### config.mk
export PLATFORM = sky130hd
export DESIGN_NAME = disp_cmd_dec
export DESIGN_NICKNAME = d
export VERILOG_FILES = /design/src/rtl/disp_cmd_pkg.sv /design/src/rtl/disp_cmd_fsm.sv /design/src/rtl/disp_cmd_regs.sv /design/src/rtl/disp_bank_map.sv /design/src/rtl/disp_cmd_dec.sv
export SDC_FILE = /design/constraint.sdc
export NUM_CORES = 1
export LEC_CHECK = 0
export ABC_AREA = 1
export BUFFER_PORTS_ARGS = -buffer_cell sky130_fd_sc_hd__buf_2
export CORE_UTILIZATION = 44
export CTS_BUF_LIST = sky130_fd_sc_hd__clkbuf_4
export DETAILED_ROUTE_END_ITERATION = 6
export PLACE_DENSITY_LB_ADDON = 0.3
export SETUP_SLACK_MARGIN = 0.02
export SLEW_MARGIN = 40
export SYNTH_ARGS = -nofsm -noshare
export SYNTH_HDL_FRONTEND = slang
export SYNTH_SLANG_ARGS = --single-unit
### constraint.sdc
create_clock -name clk -period 1.4 [get_ports clk]
set_clock_uncertainty 0.05 [all_clocks]
set_input_delay 0.14 -clock clk [delete_from_list [all_inputs] [get_ports clk]]
set_output_delay 0.14 -clock clk [all_outputs]
set_load 0.02 [all_outputs]
### src/rtl/disp_cmd_pkg.sv
package disp_cmd_pkg;

    typedef enum logic [1:0] {
        ST_CMD     = 2'd0,
        ST_PTR_ARG = 2'd1,
        ST_DATA    = 2'd2
    } dec_state_t;

    localparam logic [2:0] OP_PTR   = 3'b000;
    localparam logic [2:0] OP_BLINK = 3'b101;
    localparam logic [2:0] OP_SUB   = 3'b110;
    localparam logic [2:0] OP_BANK  = 3'b111;

    localparam int ARG_W = 7;

endpackage

### src/rtl/disp_cmd_fsm.sv
module disp_cmd_fsm
    import disp_cmd_pkg::*;
(
    input  logic       clk,
    input  logic       rst,
    input  logic       frame_start,
    input  logic       rx_valid,
    input  logic [3:0] op_nib,
    output logic       ld_ptr,
    output logic       ld_sub,
    output logic       ld_bank,
    output logic       ld_blink,
    output logic       cmd_ack,
    output logic       data_phase
);

    dec_state_t state_q, state_d;
    logic       cont_q, cont_d;
    logic       take;
    logic [2:0] opc;

    assign opc  = op_nib[2:0];
    assign take = rx_valid && !frame_start && (state_q != ST_DATA);

    // state register
    always_ff @(posedge clk) begin
        if (rst) begin
            state_q <= ST_CMD;
            cont_q  <= 1'b0;
        end else begin
            state_q <= state_d;
            cont_q  <= cont_d;
        end
    end

    // next-state logic
    always_comb begin
        state_d = state_q;
        cont_d  = cont_q;
        if (frame_start) begin
            state_d = ST_CMD;
        end else if (rx_valid) begin
            unique case (state_q)
                ST_CMD: begin
                    if (opc == OP_PTR) begin
                        state_d = ST_PTR_ARG;
                        cont_d  = op_nib[3];
                    end else begin
                        state_d = op_nib[3] ? ST_CMD : ST_DATA;
                    end
                end
                ST_PTR_ARG: state_d = cont_q ? ST_CMD : ST_DATA;
                ST_DATA:    state_d = ST_DATA;
                default:    state_d = ST_CMD;
            endcase
        end
    end

    // output decode
    always_comb begin
        ld_ptr     = take && (state_q == ST_PTR_ARG);
        ld_sub     = take && (state_q == ST_CMD) && (opc == OP_SUB);
        ld_bank    = take && (state_q == ST_CMD) && (opc == OP_BANK);
        ld_blink   = take && (state_q == ST_CMD) && (opc == OP_BLINK);
        data_phase = (state_q == ST_DATA);
    end

    always_ff @(posedge clk) begin
        if (rst) cmd_ack <= 1'b0;
        else     cmd_ack <= take;
    end

    p_ack_source_r10: assert property (@(posedge clk) disable iff (rst)
        cmd_ack |-> $past(rx_valid && !frame_start));

    p_data_no_ack_r8: assert property (@(posedge clk) disable iff (rst)
        (state_q == ST_DATA && !frame_start) |=> !cmd_ack);

    p_restart_r9: assert property (@(posedge clk) disable iff (rst)
        frame_start |=> (state_q == ST_CMD));

endmodule

### src/rtl/disp_cmd_regs.sv
module disp_cmd_regs
    import disp_cmd_pkg::*;
#(
    parameter int PTR_W   = 7,
    parameter int PTR_MAX = 79,
    parameter int SUB_W   = 3
) (
    input  logic             clk,
    input  logic             rst,
    input  logic             ld_ptr,
    input  logic             ld_sub,
    input  logic             ld_bank,
    input  logic             ld_blink,
    input  logic [ARG_W-1:0] arg,
    output logic [PTR_W-1:0] data_ptr,
    output logic             ptr_err,
    output logic [SUB_W-1:0] dev_sub,
    output logic             bank_in,
    output logic             bank_out,
    output logic [1:0]       blink_freq,
    output logic             blink_alt
);

    localparam logic [ARG_W-1:0] LIMIT = ARG_W'(PTR_MAX);

    always_ff @(posedge clk) begin
        if (rst) begin
            data_ptr   <= '0;
            ptr_err    <= 1'b0;
            dev_sub    <= '0;
            bank_in    <= 1'b0;
            bank_out   <= 1'b0;
            blink_freq <= 2'd0;
            blink_alt  <= 1'b0;
        end else begin
            if (ld_ptr) begin
                if (arg > LIMIT) begin
                    data_ptr <= PTR_W'(PTR_MAX);
                    ptr_err  <= 1'b1;
                end else begin
                    data_ptr <= PTR_W'(arg);
                end
            end
            if (ld_sub) dev_sub <= arg[SUB_W-1:0];
            if (ld_bank) begin
                bank_in  <= arg[1];
                bank_out <= arg[0];
            end
            if (ld_blink) begin
                blink_freq <= arg[1:0];
                blink_alt  <= arg[2];
            end
        end
    end

    p_ptr_limit_r3: assert property (@(posedge clk) disable iff (rst)
        data_ptr <= PTR_W'(PTR_MAX));

    p_err_sticky_r3: assert property (@(posedge clk) disable iff (rst)
        ptr_err |=> ptr_err);

    p_hold_r7: assert property (@(posedge clk) disable iff (rst)
        !(ld_ptr || ld_sub || ld_bank || ld_blink) |=>
        $stable({data_ptr, dev_sub, bank_in, bank_out, blink_freq, blink_alt}));

endmodule

### src/rtl/disp_bank_map.sv
module disp_bank_map #(
    parameter int LANES = 4
) (
    input  logic             bank,
    input  logic             mux2,
    output logic [LANES-1:0] mask
);

    for (genvar i = 0; i < LANES; i++) begin : g_lane
        localparam logic HI   = (i >= LANES / 2);
        localparam logic EVEN = ((i % 2) == 0);
        assign mask[i] = (bank == HI) && (mux2 || EVEN);
    end

endmodule

### src/rtl/disp_cmd_dec.sv
module disp_cmd_dec
    import disp_cmd_pkg::*;
#(
    parameter int PTR_W   = 7,
    parameter int PTR_MAX = 79,
    parameter int SUB_W   = 3,
    parameter int LANES   = 4
) (
    input  logic             clk,
    input  logic             rst,
    input  logic             frame_start,
    input  logic             rx_valid,
    input  logic [7:0]       rx_byte,
    input  logic             drive_mux2,
    output logic             cmd_ack,
    output logic             data_phase,
    output logic [PTR_W-1:0] data_ptr,
    output logic             ptr_err,
    output logic [SUB_W-1:0] dev_sub,
    output logic             bank_in,
    output logic             bank_out,
    output logic [LANES-1:0] in_ram_mask,
    output logic [LANES-1:0] out_ram_mask,
    output logic [1:0]       blink_freq,
    output logic             blink_alt
);

    logic ld_ptr, ld_sub, ld_bank, ld_blink;

    disp_cmd_fsm u_fsm (
        .clk        (clk),
        .rst        (rst),
        .frame_start(frame_start),
        .rx_valid   (rx_valid),
        .op_nib     (rx_byte[7:4]),
        .ld_ptr     (ld_ptr),
        .ld_sub     (ld_sub),
        .ld_bank    (ld_bank),
        .ld_blink   (ld_blink),
        .cmd_ack    (cmd_ack),
        .data_phase (data_phase)
    );

    disp_cmd_regs #(
        .PTR_W  (PTR_W),
        .PTR_MAX(PTR_MAX),
        .SUB_W  (SUB_W)
    ) u_regs (
        .clk       (clk),
        .rst       (rst),
        .ld_ptr    (ld_ptr),
        .ld_sub    (ld_sub),
        .ld_bank   (ld_bank),
        .ld_blink  (ld_blink),
        .arg       (rx_byte[ARG_W-1:0]),
        .data_ptr  (data_ptr),
        .ptr_err   (ptr_err),
        .dev_sub   (dev_sub),
        .bank_in   (bank_in),
        .bank_out  (bank_out),
        .blink_freq(blink_freq),
        .blink_alt (blink_alt)
    );

    disp_bank_map #(.LANES(LANES)) u_map_in (
        .bank(bank_in),
        .mux2(drive_mux2),
        .mask(in_ram_mask)
    );

    disp_bank_map #(.LANES(LANES)) u_map_out (
        .bank(bank_out),
        .mux2(drive_mux2),
        .mask(out_ram_mask)
    );

    p_mask_width_r11: assert property (@(posedge clk) disable iff (rst)
        ($countones(in_ram_mask) == (drive_mux2 ? 2 : 1)) &&
        ($countones(out_ram_mask) == (drive_mux2 ? 2 : 1)));

endmodule

==> key figures <==
Detailed routing
  – Router iterations before antenna repair: 4
  – Drc violations: 0
  – Average routed wire per standard cell: just over 9 um
  – First-iteration detailed-routing DRC count: 11
  – WL final: about 1900 um
  – Via density: 4.48
  – Antenna-violating nets left: 0
  – Via Count: a little over 900

Die
  – Core Area: a little under 2000 um2
  – Chip Width: roughly 48 um
  – DIE HEIGHT: 48.0 um
  – # IOs: 39
  – Initial cell density of the core: between 40 and 50%
  – Die area: ~2300 um2
  – Row Count: 16

Clock network
  – Clock Tree Buf Depth: 2
  – H-tree levels: 1
  – Clock root cell: clkbuf_4
  – Post-CTS setup buffers: 0
  – Clock Latency Late Sink: approximately 290 ps
  – CTS tree: yes
  – CTS clk-pin slew, worst paths: ~110 ps
  – Num CTS Buffers: 3
  – Clock sinks: 20

Setup path
  – Reg-to-Reg Start: u_fsm.state_q[1]$_SDFFE_PP0P_
  – WP data required: approximately 1200 ps
  – CP Class: reg2out
  – R2R Setup Slk: 240 ps
  – Worst-path maximum fanout: 5
  – Crit path DAT: between 1000 and 1500 ps
  – Reg-to-reg endpoint: u_regs.data_ptr[6]$_SDFFE_PP0P_
  – Crit end category: output port
  – Cell depth of the worst flop-to-flop path: 6
  – Worst setup SP type: flip-flop

Run
  – Total of max-cap violations: 0

Power
  – Combinational power share: between 10% and 20%
  – Lkg Pwr: 0.605 nW
  – Sw power: between 0.0002 and 0.0003 W
  – VDD IR-drop max: around 0.55 mV
  – Power Total: ~0.0010 W
  – Clock share of power: a little over a quarter
  – P_int: 0.000734 W
  – Net Sw Frac: between 20% and 30%
  – Sequential power share: around three fifths
  – PwrDens: roughly 860 nW/um2

Yosys
  – Share of the synthesized area in the top cell type: 43.0%
  – Synth area leader: dfxtp_1
  – Mean Syn Cell Area: around 6.8 um2
  – Synth Warn #: 0
  – Sequential fraction of the synthesis area: a little over two fifths
  – Netlist cell types: 16
  – Synth area leaders: dfxtp_1, nand2_1, nor2_1
  – Post-Syn Area: ~930 um2
  – Synth Net Count: 150
  – #FFs+latches synth: 20
  – Mapped Cells: around 140

Cells and area
  – Most frequent cells in the layout: buf_2, nor2_1, nand2_1
  – Fill cells: 202
  – Diode count: 0
  – Syn-to-layout area delta: 25.5%
  – Layout cells sized above 1: 28.2%
  – Most common cell after layout, fill and taps aside: buf_2
  – Fin util: between 50% and 60%
  – Fin nets: approximately 190

GRT
  – Largest net degree at the start of global routing: 14
  – Initial antenna violation count: 0
  – Global-route usage over all layers: between 10% and 20%
  – First-pass GRT wire length: 3040 um
  – GR Overflow Total: 0
  – Vias in the first global route: 720

Timing
  – Setup TNS after final layout: 0 ps
  – Period minus WS final: around 1300 ps
  – RSZ-0062 raised after global routing: no
  – Final hold vios: 0
  – Max-slew violation count: 0
  – Relative slew slack: between 70 and 80%
  – Final number of setup-violating endpoints: 0
  – Period utilization: roughly nine tenths
  – FMAX: around 790 MHz
  – Worst Max-Slew Pin Slew: roughly 340 ps

Hold path
  – Hold Crit Depth: 2
  – Min-Delay Endpoint: u_fsm.state_q[0]$_SDFFE_PP0P_
  – HP Class: in2reg
  – Hold Startpoint: rx_valid

Placement
  – Routability cong.: a little over 0.7
  – Port bufs: 38
  – Detailed Place HPWL: approximately 1500 um

Run status
  – Status: complete, no violations
## worst max path at each step
stage	from	to	slack [ps]	cells after the start
after global placement	u_fsm.state_q[1]$_SDFFE_PP0P_	u_regs.data_ptr[3]$_SDFFE_PP0P_	300	6
final	u_fsm.state_q[1]$_SDFFE_PP0P_	data_phase	140	3
after CTS	u_fsm.state_q[1]$_SDFFE_PP0P_	data_phase	80	3
after global routing	u_fsm.state_q[1]$_SDFFE_PP0P_	data_phase	60	3
after floorplan	u_fsm.state_q[0]$_SDFFE_PP0P_	u_regs.dev_sub[0]$_SDFFE_PP0P_	370	6
after detailed placement	u_fsm.state_q[1]$_SDFFE_PP0P_	u_regs.data_ptr[4]$_SDFFE_PP0P_	270	6
## kinds of logic (layout without fill, tap and decap cells)
kind of cell	Yosys count	after routing	synth area share (%)
flip-flops	20	20	43.0
buffers and inverters	24	64	11.4
AND/OR/NAND/NOR	77	77	37.0
AO/OA/AOI/OAI	16	16	8.60
## layout make-up
class,count,area [um2],area share (%)
tap,27,33.8,2.89
clock buffer,3,22.5,1.93
inverter,20,75.1,6.42
timing repair buffer,40,208,17.8
clock inverter,1,3.75,0.321
multi-input combinational,93,424,36.3
sequential,20,402,34.4
## synth_stat cells, drive strengths merged
library cell,number
nand3,7
nor3,4
o21ai,8
nand2,30
dfxtp,20
buf,4
nor2,35
nand3b,1
inv,20
a21oi,8
## flip-flops by register name, summed over array words and instances, names as in the netlist
name               cells
u_regs.blink_alt       1
u_fsm.cmd_ack          1
u_fsm.state_q          2
u_regs.bank_in         1
u_regs.bank_out        1
u_regs.ptr_err         1
u_fsm.cont_q           1
u_regs.data_ptr        7
u_regs.dev_sub         3
u_regs.blink_freq      2
## through the flow
step	instance area (um2)	setup WS, ps	hold WS [ps]	cells
2_1_floorplan	931	373	159	137
3_3_place_gp	1130	299	317	199
3_5_place_dp	1130	266	316	199
4_1_cts	1170	80.2	13.9	204
5_1_grt	1170	64.4	14.7	204
6_report	1170	142	18.4	204
## critical path: stages (launching register included)
cell and delay (ps):
dfxtp_2 370, inv_1 90, nor2_1 140, buf_2 180
## what timing repair did
| item | 4_1_cts | 5_1_grt |
|---|---|---|
| resized for setup | 0 | 1 |
| setup endpoints to repair | 0 | 1 |
| hold buffers | 1 | 0 |
| hold endpoints to repair | 1 | 0 |
## per-layer routing
metal	track usage (%)	routed length, um
met1	26.4	936
met2	27.6	844
met3	4.91	78
met4	8.33	16
met5	0	0
## power groups by stage
stage               Clock, W  Sequential [W]  Combinational [W]
floorplan                  0        0.000610          0.0000796
global placement           0        0.000600           0.000140
detailed placement         0        0.000600           0.000143
CTS                 0.000285        0.000587           0.000145
global route        0.000306        0.000589           0.000165
finish              0.000276        0.000587           0.000145
No activity file was read; power rests on OpenSTA's default activity.
